===== config.mk =====
export PLATFORM = sky130hd
export DESIGN_NAME = rxf_accept_filter
export DESIGN_NICKNAME = d
export VERILOG_FILES = /design/src/rtl/rxf_pkg.sv /design/src/rtl/rxf_len_check.sv /design/src/rtl/rxf_lookup_hold.sv /design/src/rtl/rxf_addr_gate.sv /design/src/rtl/rxf_accept_filter.sv
export SDC_FILE = /design/constraint.sdc
export NUM_CORES = 1
export LEC_CHECK = 0
export BUFFER_PORTS_ARGS = -buffer_cell sky130_fd_sc_hd__buf_2
export CORE_MARGIN = 5
export CORE_UTILIZATION = 40
export CTS_BUF_LIST = sky130_fd_sc_hd__clkbuf_8
export DETAILED_ROUTE_END_ITERATION = 16
export PLACE_DENSITY = 0.87
export SETUP_SLACK_MARGIN = 0.1
export SLEW_MARGIN = 20
export SYNTH_ARGS = -nofsm -noshare
export SYNTH_HDL_FRONTEND = slang
export SYNTH_SLANG_ARGS = --single-unit

===== constraint.sdc =====
create_clock -name clk -period 1.4 [get_ports clk]
set_clock_uncertainty 0.1 [all_clocks]
set_input_delay 0.28 -clock clk [delete_from_list [all_inputs] [get_ports clk]]
set_output_delay 0.28 -clock clk [all_outputs]
set_load 0.05 [all_outputs]

===== src/rtl/rxf_pkg.sv =====
package rxf_pkg;
   localparam int unsigned STAT_W = 16;

   localparam int unsigned ST_CRC   = 0;
   localparam int unsigned ST_COL   = 1;
   localparam int unsigned ST_LATE  = 2;
   localparam int unsigned ST_OVR   = 3;
   localparam int unsigned ST_LONG  = 4;
   localparam int unsigned ST_SHORT = 5;
   localparam int unsigned ST_DA_LO = 6;
   localparam int unsigned ST_HIT   = 8;
   localparam int unsigned ST_SUM   = 15;

   localparam int unsigned DEF_MIN_LEN = 64;
   localparam int unsigned DEF_MAX0    = 1518;
   localparam int unsigned DEF_MAX1    = 1536;
   localparam int unsigned DEF_MAX2    = 2048;
   localparam int unsigned DEF_MAX3    = 65536;

   typedef enum logic [1:0] {
      DA_UCAST = 2'b00,
      DA_MCAST = 2'b01,
      DA_BCAST = 2'b10,
      DA_RSVD  = 2'b11
   } da_class_e;

   typedef struct packed {
      logic ovr;
      logic late;
      logic col;
      logic crc;
   } rx_err_t;
endpackage


===== src/rtl/rxf_len_check.sv =====
module rxf_len_check #(
   parameter int unsigned LEN_W   = 17,
   parameter int unsigned MIN_LEN = rxf_pkg::DEF_MIN_LEN,
   parameter int unsigned MAX0    = rxf_pkg::DEF_MAX0,
   parameter int unsigned MAX1    = rxf_pkg::DEF_MAX1,
   parameter int unsigned MAX2    = rxf_pkg::DEF_MAX2,
   parameter int unsigned MAX3    = rxf_pkg::DEF_MAX3
) (
   input  logic [LEN_W-1:0] len,
   input  logic [1:0]       sel,
   output logic             too_short,
   output logic             too_long
);
   localparam logic [LEN_W-1:0] MIN_V = LEN_W'(MIN_LEN);
   localparam logic [LEN_W-1:0] LIM0  = LEN_W'(MAX0);
   localparam logic [LEN_W-1:0] LIM1  = LEN_W'(MAX1);
   localparam logic [LEN_W-1:0] LIM2  = LEN_W'(MAX2);
   localparam logic [LEN_W-1:0] LIM3  = LEN_W'(MAX3);

   if (MAX3 >= (64'd1 << LEN_W)) begin : g_bad_width
      $error("rxf_len_check: LEN_W too narrow for largest limit");
   end
   if (MAX0 <= MIN_LEN || MAX1 <= MIN_LEN || MAX2 <= MIN_LEN || MAX3 <= MIN_LEN) begin : g_bad_lim
      $error("rxf_len_check: every limit must exceed the minimum");
   end

   logic [LEN_W-1:0] limit;

   always_comb begin
      unique case (sel)
         2'd0:    limit = LIM0;
         2'd1:    limit = LIM1;
         2'd2:    limit = LIM2;
         default: limit = LIM3;
      endcase
   end

   assign too_short = (len < MIN_V);
   assign too_long  = (len > limit);
endmodule


===== src/rtl/rxf_lookup_hold.sv =====
module rxf_lookup_hold #(
   parameter bit SAME_CYCLE = 1'b1
) (
   input  logic clk,
   input  logic rst_n,
   input  logic lkp_valid,
   input  logic lkp_hit,
   input  logic lkp_rcv,
   input  logic eof_valid,
   output logic hit_eff,
   output logic rcv_eff
);
   logic held_v, held_hit, held_rcv;

   always_ff @(posedge clk or negedge rst_n) begin
      if (!rst_n) begin
         held_v   <= 1'b0;
         held_hit <= 1'b0;
         held_rcv <= 1'b0;
      end else if (eof_valid) begin
         held_v   <= 1'b0;
         held_hit <= 1'b0;
         held_rcv <= 1'b0;
      end else if (lkp_valid) begin
         held_v   <= 1'b1;
         held_hit <= lkp_hit;
         held_rcv <= lkp_rcv;
      end
   end

   if (SAME_CYCLE) begin : g_bypass
      assign hit_eff = lkp_valid ? lkp_hit : (held_v & held_hit);
      assign rcv_eff = lkp_valid ? lkp_rcv : (held_v & held_rcv);
   end else begin : g_held
      assign hit_eff = held_v & held_hit;
      assign rcv_eff = held_v & held_rcv;
   end

   // a held result never survives its frame's end
   a_r12_cleared_at_eof: assert property (@(posedge clk) disable iff (!rst_n)
      eof_valid |=> !held_v);
endmodule


===== src/rtl/rxf_addr_gate.sv =====
module rxf_addr_gate (
   input  logic       promisc,
   input  logic       rej_bcast,
   input  logic       miss_pass,
   input  logic [1:0] da,
   input  logic       hit,
   input  logic       rcv,
   output logic       addr_ok
);
   import rxf_pkg::*;

   logic is_bcast;
   assign is_bcast = (da == DA_BCAST);

   always_comb begin
      if (promisc)
         addr_ok = 1'b1;
      else if (is_bcast && rej_bcast)
         addr_ok = 1'b0;
      else if (hit)
         addr_ok = rcv;
      else
         addr_ok = miss_pass;
   end
endmodule


===== src/rtl/rxf_accept_filter.sv =====
module rxf_accept_filter #(
   parameter int unsigned LEN_W      = 17,
   parameter int unsigned MIN_LEN    = rxf_pkg::DEF_MIN_LEN,
   parameter int unsigned MAX0       = rxf_pkg::DEF_MAX0,
   parameter int unsigned MAX1       = rxf_pkg::DEF_MAX1,
   parameter int unsigned MAX2       = rxf_pkg::DEF_MAX2,
   parameter int unsigned MAX3       = rxf_pkg::DEF_MAX3,
   parameter bit          SAME_CYCLE = 1'b1
) (
   input  logic             clk,
   input  logic             rst_n,
   input  logic             cfg_en,
   input  logic             cfg_promisc,
   input  logic             cfg_rej_bcast,
   input  logic             cfg_pass_bad,
   input  logic             cfg_miss_pass,
   input  logic [1:0]       cfg_maxlen_sel,
   input  logic             lkp_valid,
   input  logic             lkp_hit,
   input  logic             lkp_rcv,
   input  logic             eof_valid,
   input  logic [1:0]       da_class,
   input  logic [LEN_W-1:0] frame_len,
   input  logic             err_crc,
   input  logic             err_col,
   input  logic             err_late_col,
   input  logic             err_ovr,
   output logic             accept_pulse,
   output logic             drop_pulse,
   output logic             err_sum,
   output logic [15:0]      status_word
);
   import rxf_pkg::*;

   if (STAT_W != 16) begin : g_bad_stat
      $error("rxf_accept_filter: status width must be 16");
   end

   logic    hit_eff, rcv_eff, addr_ok, too_short, too_long, sum_n, take;
   rx_err_t errs;
   logic [STAT_W-1:0] stat_n;

   assign errs = '{ovr: err_ovr, late: err_late_col, col: err_col, crc: err_crc};

   rxf_lookup_hold #(.SAME_CYCLE(SAME_CYCLE)) u_hold (
      .clk       (clk),
      .rst_n     (rst_n),
      .lkp_valid (lkp_valid),
      .lkp_hit   (lkp_hit),
      .lkp_rcv   (lkp_rcv),
      .eof_valid (eof_valid),
      .hit_eff   (hit_eff),
      .rcv_eff   (rcv_eff)
   );

   rxf_len_check #(
      .LEN_W(LEN_W), .MIN_LEN(MIN_LEN),
      .MAX0(MAX0), .MAX1(MAX1), .MAX2(MAX2), .MAX3(MAX3)
   ) u_len (
      .len       (frame_len),
      .sel       (cfg_maxlen_sel),
      .too_short (too_short),
      .too_long  (too_long)
   );

   rxf_addr_gate u_addr (
      .promisc   (cfg_promisc),
      .rej_bcast (cfg_rej_bcast),
      .miss_pass (cfg_miss_pass),
      .da        (da_class),
      .hit       (hit_eff),
      .rcv       (rcv_eff),
      .addr_ok   (addr_ok)
   );

   assign sum_n = |errs | too_long | too_short;
   assign take  = cfg_en & addr_ok & (~sum_n | cfg_pass_bad);

   always_comb begin
      stat_n                        = '0;
      stat_n[ST_CRC]                = errs.crc;
      stat_n[ST_COL]                = errs.col;
      stat_n[ST_LATE]               = errs.late;
      stat_n[ST_OVR]                = errs.ovr;
      stat_n[ST_LONG]               = too_long;
      stat_n[ST_SHORT]              = too_short;
      stat_n[ST_DA_LO +: 2]         = da_class;
      stat_n[ST_HIT]                = hit_eff;
      stat_n[ST_SUM]                = sum_n;
   end

   always_ff @(posedge clk or negedge rst_n) begin
      if (!rst_n) begin
         accept_pulse <= 1'b0;
         drop_pulse   <= 1'b0;
         status_word  <= '0;
         err_sum      <= 1'b0;
      end else begin
         accept_pulse <= eof_valid & take;
         drop_pulse   <= eof_valid & ~take;
         if (eof_valid) begin
            status_word <= cfg_en ? stat_n : '0;
            err_sum     <= cfg_en & sum_n;
         end
      end
   end

   // one outcome per strobe
   a_r2_one_outcome: assert property (@(posedge clk) disable iff (!rst_n)
      eof_valid |=> (accept_pulse ^ drop_pulse));
   // no pulse without a strobe
   a_r2_no_stray: assert property (@(posedge clk) disable iff (!rst_n)
      !eof_valid |=> (!accept_pulse && !drop_pulse));
   // disabled port drops with empty status
   a_r11_disabled_drop: assert property (@(posedge clk) disable iff (!rst_n)
      (eof_valid && !cfg_en) |=> (drop_pulse && status_word == '0 && !err_sum));
   // broadcast rejection outside promiscuous mode
   a_r5_bcast_reject: assert property (@(posedge clk) disable iff (!rst_n)
      (eof_valid && !cfg_promisc && cfg_rej_bcast && da_class == 2'b10) |=> drop_pulse);
   // an errored frame reaches the host only with pass-bad set
   a_r7_bad_needs_pass: assert property (@(posedge clk) disable iff (!rst_n)
      (accept_pulse && err_sum) |-> $past(cfg_pass_bad));
endmodule


==> results of run 1 <==
==> layout by cell type (no fill, tap or decap), types with 2 or more instances in the layout <==
cell type  Yosys  routed
nand2_1        5       5
ha_1          11       6
o21ai_1        0       3
nand2b_1       3       3
o22ai_1        3       3
nor2_1         6       6
inv_1         13      14
buf_6          0       2
nand3b_1       2       2
clkbuf_8       0       3
dfrtp_1       15      15
ha_4           0       5
o21ai_0       10       7
buf_2          1      46
nor3_1         3       2
nor4_1         2       2
nand3_1        8       7
conb_1         1       6
buf_4          8      14
a21oi_1        3       3
==> repair_timing <==
item,4_1_cts,5_1_grt
resized for setup,7,5
pin swaps,1,1
hold endpoints to repair,15,0
setup endpoints to repair,4,4
hold buffers,1,0
==> flip-flops by register name, summed over array words and instances (netlist names) <==
signal and cells:
drop_pulse 1, u_hold.held_rcv 1, err_sum 1, u_hold.held_v 1, status_word 9, u_hold.held_hit 1
accept_pulse 1
==> routing by layer <==
layer / share of wire [%] / vias to the layer above
met5: 0 / -
met4: 0.22 / 0
met3: 10 / 2
met2: 49 / 41
met1: 41 / 480
li1: - / 533
==> power groups by stage <==
stage	combinational (uW)	sequential [uW]	clock (uW)
final	442	477	328
after global routing	479	480	354
after global placement	394	485	0
after floorplan	186	573	0
after detailed placement	405	485	0
after CTS	423	478	340
==> cells by family (layout without fill, tap and decap cells) <==
group	Yosys count	in the layout	synth area share, %
fa+ha+maj	11	11	13.1
compound gates	28	28	17.3
buf+inv	24	80	11.5
simple gates	40	40	21.1
mux	1	1	0.952
other cells	1	6	0.357
flops	15	15	35.7
==> final timing paths <==
check	from	end	slack, ns	cells after the start
max in group asynchronous	rst_n	status_word[7]$_DFFE_PN0P_	0.58	2
min in group asynchronous	rst_n	u_hold.held_hit$_DFFE_PN0P_	0.37	2
max	cfg_maxlen_sel[0]	accept_pulse$_DFF_PN0_	-0.38	8
min reg2reg	u_hold.held_rcv$_DFFE_PN0P_	u_hold.held_rcv$_DFFE_PN0P_	0.41	2
max reg2reg	u_hold.held_v$_DFFE_PN0P_	accept_pulse$_DFF_PN0_	-0.10	5
min	err_late_col	status_word[2]$_DFFE_PN0P_	0.20	3
==> metrics by stage <==
step | setup TNS (ns) | cells | area, um2 | worst slack [ns] | hold WS (ns)
final | -1.46 | 211 | 1560 | -0.382 | 0.204
after global routing | -1.64 | 211 | 1560 | -0.425 | 0.227
after CTS | -1.13 | 211 | 1520 | -0.284 | 0.201
after detailed placement | -2.27 | 206 | 1410 | -0.573 | 0.101
after global placement | -2.19 | 206 | 1410 | -0.553 | 0.0928
after floorplan | -1.49 | 125 | 1100 | -0.380 | -0.116
==> worst max-delay path: stages <==
cell	delay, ns
buf_6	0.09
or2_4	0.32
ha_4	0.25
a211oi_4	0.20
nor2_1	0.08
o31a_2	0.36
o21ai_2	0.13
and3_1	0.15
==> cell type report <==
type / instances / area, um2
Fill cell: 224 / 945
Clock buffer: 3 / 41.3
Clock inverter: 1 / 3.75
Multi-Input combinational cell: 86 / 681
Sequential cell: 15 / 375
Tap cell: 30 / 37.5
Inverter: 13 / 48.8
Timing Repair Buffer: 63 / 368
==> impl_results.md, run 1 <==
- Main flop type after synthesis: dfrtp_1
- Number of flops mapped to enable cells by yosys: 0
- Sequential share of power: 38.3%
- Routed WL: 2740 um
- Leakage: 0.000776 uW
- Met2 Use GR: 26.4%
- CTS tree: built
- Share of layout cells above drive strength 1: 44.2%
- CTS clock-pin slew for the worst setup and hold paths: 0.06 ns
- Clock power frac: 26.3%
- Top post-synthesis cells by count: dfrtp_1, inv_1, ha_1
- Gr usage total: 14.1%
- Number of global-route vias before repair: 1042
- Synth Instances: 120
- Switching Share: 34.1%
- Synth area leaders: dfrtp_1, ha_1, buf_4
- Global-route met3 utilization: 3.35%
- Total number of vias: 1056
- Achievable Freq: 0.561 GHz
- Total Power: 1250 uW
- ANT nets after route: 0
- Num CTS Buffers: 3
- Routed length per placed instance: 13.0 um
- Max-slew violations: 0
- PD cells: 802 nW/um2
- Die Ht: 61.3 um
- Seq/Total Area, Yosys: 35.7%
- Die Area: 3750 um2
- Crit-path max FO: 7
- # clock sinks: 15
- Peak supply drop: 0.000557 V
- P&R area growth vs syn: 48.0%
- Avg Inst Size Synth: 8.76 um2
- Post-route clock period utilization: 127%
- Clk Latency, worst-skew pair: 0.24 ns
- Unrepaired setup endpoints after global routing: true
- Post-synth top area share: 35.7%
- Hold Violations, Final: 0
- GR peak layer: met2
- Nets: 229
- Post-synth ARST share: 100%
- DR pass1 iterations: 4
- Initial antenna violation count: 0
- Clk root buf: clkbuf_8
- DRC errors left: 0
- CP Class: primary input to flop
- Gr ovfl total: 0
- Antenna cells: 0
- Initial Utilization: 42.0%
- Yosys warnings: 0
- Die width: 61.3 um
- Min-delay worst type: primary input to flop
- H-tree Lvls: 1
- Synth area leader: dfrtp_1
- Worst setup EP type: flop
- Comb power frac: 35.4%
- First-pass GRT wire length: 3990 um
- GRT met1 Usage: 15.4%
- Critical Path AT: 1.86 ns
- Dpl hpwl: 2170 um
- Clock Path Buffers: 2
- Initial DRC count: 17
- Setup bufs post-CTS: 0
- Largest net degree at the start of global routing: 18
- #FFs+latches synth: 15
- Via density per instance: 5.00
- Violated checks: setup timing
- Minimum clock period: 1.78 ns
- CP Launch Type: primary input
- Post-layout util: 62.2%
- Final Setup Violations: 4
- Routability Congestion: 0.758
- Core box area: 2500 um2
- Final WS setup: -0.382 ns
- IO Port Bufs: 48
- P_int: 822 uW
- Net Sw Power: 425 uW
- Row cnt: 18
- # IOs: 55
- Count of cell types in the netlist: 38
- Max-cap check violation count: 0
- WP data required: 1.48 ns
- Count leader, synth: dfrtp_1
- Status: finished with violations
- Synthesized area: 1050 um2
Power figures use the tool's default switching activity.
==> run 2: changes to the inputs <==
--- a/config.mk
+++ b/config.mk
@@ -6,11 +6,13 @@
 export NUM_CORES = 1
 export LEC_CHECK = 0
 export BUFFER_PORTS_ARGS = -buffer_cell sky130_fd_sc_hd__buf_2
+export CELL_PAD_IN_SITES_DETAIL_PLACEMENT = 2
+export CELL_PAD_IN_SITES_GLOBAL_PLACEMENT = 2
 export CORE_MARGIN = 5
-export CORE_UTILIZATION = 40
+export CORE_UTILIZATION = 23
 export CTS_BUF_LIST = sky130_fd_sc_hd__clkbuf_8
 export DETAILED_ROUTE_END_ITERATION = 16
-export PLACE_DENSITY = 0.87
+export PLACE_DENSITY = 0.9
 export SETUP_SLACK_MARGIN = 0.1
 export SLEW_MARGIN = 20
 export SYNTH_ARGS = -nofsm -noshare
==> run 2 against run 1 <==
Highest routed layer unchanged. Register-to-register slack is essentially flat. The run still ends with setup timing left. Critical path type unchanged. Clock power grew 4%. Design area grew 1.9%. Global-route usage shrank 2.5 points. First-iteration DRC count grew 47%.
==> impl_results.md, run 2 (synthesis gave the netlist of run 1 again) <==
- Worst r2r dst: accept_pulse$_DFF_PN0_
- Worst r2r src: u_hold.held_v$_DFFE_PN0P_
- Unrepaired setup endpoints after global routing: true
- Worst Hold End: status_word[7]$_DFFE_PN0P_
- Initial DRC count: 25 (+8)
- PD cells: 797 nW/um2 (-0.62%)
- First-pass GRT wire length: 5850 um (+47%)
- Leakage: 0.000789 uW (+1.7%)
- Worst setup EP type: flop
- Violated checks: setup timing
- Routability Congestion: 0.742 (-2.1%)
- # IOs: 55 (unchanged)
- # clock sinks: 15 (unchanged)
- Achievable Freq: 0.571 GHz (+1.7%)
- Hold path depth: 3 (unchanged)
- Hold Violations, Final: 0 (unchanged)
- Final Setup Violations: 4 (unchanged)
- Peak supply drop: 0.000277 V (-50%)
- WP data required: 1.48 ns (about the same)
- Crit-path max FO: 7 (unchanged)
- Max-cap check violation count: 0 (unchanged)
- Min-delay worst type: primary input to flop
- Clk root buf: clkbuf_8
- Core box area: 4380 um2 (+75%)
- Multi-input logic area: 652 um2 (-4.2%)
- Flop2flop setup slack: -0.11 ns (about the same)
- Sequential share of power: 37.9% (-0.4 points)
- Critical Path AT: 1.84 ns (-0.02 ns)
- Clock Path Buffers: 2 (unchanged)
- H-tree Lvls: 1 (unchanged)
- Largest net degree at the start of global routing: 16 (-2)
- Die Ht: 77.6 um (+27%)
- Die width: 77.6 um (+27%)
- Final WS setup: -0.353 ns (+0.0297 ns)
- Gr usage total: 11.7% (-2.5 points)
- CP Class: primary input to flop
- R2r worst-path depth: 5 (unchanged)
- Routed length per placed instance: 14.7 um (+13%)
- Share of layout cells above drive strength 1: 45.1% (+0.91 points)
- Gr ovfl total: 0 (unchanged)
- Hold Crit Start: da_class[1]
- Clock power frac: 26.9% (+0.6 points)
- Switching Share: 35.0% (+0.87 points)
- Initial antenna violation count: 0 (unchanged)
- Total number of vias: 1124 (+6.4%)
- Slowest CP cell: o31a_2
- Net Sw Power: 442 uW (+3.9%)
- Initial Utilization: 24.0% (-18 points)
- Post-layout util: 36.2% (-26 points)
- Clk Latency, worst-skew pair: 0.25 ns (about the same)
- CTS clock-pin slew for the worst setup and hold paths: 0.06 ns (about the same)
- Comb power frac: 35.2% (-0.2 points)
- Register Area: 375 um2 (unchanged)
- Max-slew violations: 0 (unchanged)
- Largest stage delay, worst path: 0.32 ns (-0.04 ns)
- Nets: 232 (+1.3%)
- DR pass1 iterations: 4 (unchanged)
- P&R area growth vs syn: 50.8%
- Dpl hpwl: 2830 um (+30%)
- Antenna cells: 0 (unchanged)
- Largest register FFs: 9 (unchanged)
- Status: finished with violations
- DRC errors left: 0 (unchanged)
- Top Layer Used: met4
- ANT nets after route: 0 (unchanged)
- Fill count: 505 (+130%)
- Number of global-route vias before repair: 1260 (+21%)
- Row cnt: 24 (+6)
- IO Port Bufs: 48 (unchanged)
- Num CTS Buffers: 3 (unchanged)
- Die Area: 6020 um2 (+60%)
- CTS tree: built
- Minimum clock period: 1.75 ns (-0.0297 ns)
- Commonest non-fill, non-tap cell in the layout: buf_2
- Worst path cell trace: buf_8, or2_4, ha_4, a211oi_2, a21oi_1, o31a_2, o21ai_2, and3_1
- Cells after DPL: 229 (+11%)
- Met1 wire length: 1370 um (+24%)
- Met2 wire length: 1860 um (+39%)
- CP Launch Type: primary input
- Commonest non-fill, non-tap cells in the layout: buf_2, buf_4, dfrtp_1
- Post-route clock period utilization: 125% (-2.1 points)
- WL met3: 183 um (-35%)
- Biggest register: status_word
- Via density per instance: 4.76 (-4.8%)
- Non-Filler Instances: 236 (+12%)
- P_int: 821 uW (about the same)
- Routed WL: 3470 um (+27%)
## run 2: cell count changes in the layout (fill, tap and decap cells not counted), sizes merged
cell	delta
buf	+1
clkbuf	+2
## run 2: worst max path at each step
stage	start	endpoint	slack, ns	cells past startpoint
floorplan	cfg_maxlen_sel[0]	status_word[4]$_DFFE_PN0P_	-0.38	7
global placement	cfg_maxlen_sel[0]	accept_pulse$_DFF_PN0_	-0.59	9
detailed placement	cfg_maxlen_sel[0]	accept_pulse$_DFF_PN0_	-0.64	8
CTS	cfg_maxlen_sel[1]	err_sum$_DFFE_PN0P_	-0.33	8
global route	cfg_maxlen_sel[1]	accept_pulse$_DFF_PN0_	-0.43	8
finish	cfg_maxlen_sel[1]	accept_pulse$_DFF_PN0_	-0.35	8
## run 2: layer usage
layer,up-vias,track usage (%)
met5,-,0
met4,0,4.12
met3,5,1.74
met2,40,21.0
met1,536,13.8
li1,543,-
## run 2: power groups by stage
stage | Combinational (uW) | Clock (uW) | Sequential (uW)
2_1_floorplan | 186 | 0 | 573
3_3_place_gp | 399 | 0 | 486
3_5_place_dp | 416 | 0 | 488
4_1_cts | 442 | 349 | 480
5_1_grt | 485 | 386 | 483
6_report | 444 | 340 | 479
## run 2: area by class of cell
cell class / count / share of cell area, %
clock buffers: 3 / 2.60
clock inverters: 1 / 0.237
inverters: 13 / 3.08
multi-input cells: 86 / 41.1
flip-flops and latches: 15 / 23.7
well taps: 52 / 4.10
repair buffers: 66 / 25.2
## run 2: critical path, delay by kind of cell
family                     cells  cell delay, ns
AOI/OAI and AO/OA              4            0.74
and+or+nand+nor                2            0.47
adders and majority gates      1            0.24
buffers and inverters          1            0.10
## run 2: per-stage QoR
stage	power, uW	instance area, um2	setup TNS [ns]	hold WS, ns	worst slack, ns
3_5_place_dp	904	1450	-2.51	0.105	-0.636
4_1_cts	1270	1570	-1.24	0.196	-0.328
3_3_place_gp	885	1450	-2.29	0.0977	-0.589
2_1_floorplan	759	1100	-1.49	-0.116	-0.380
5_1_grt	1350	1590	-1.63	0.200	-0.433
6_report	1260	1590	-1.34	0.194	-0.353
## run 2: timing repair
action                                  in CTS  in global routing
cloned                                       0                  0
pin swaps                                    5                  2
gates resized for setup                     11                  3
hold endpoints to repair                    15                  0
buffers inserted                             1                  1
hold buffers                                 1                  0
endpoints found under the setup margin       4                  6
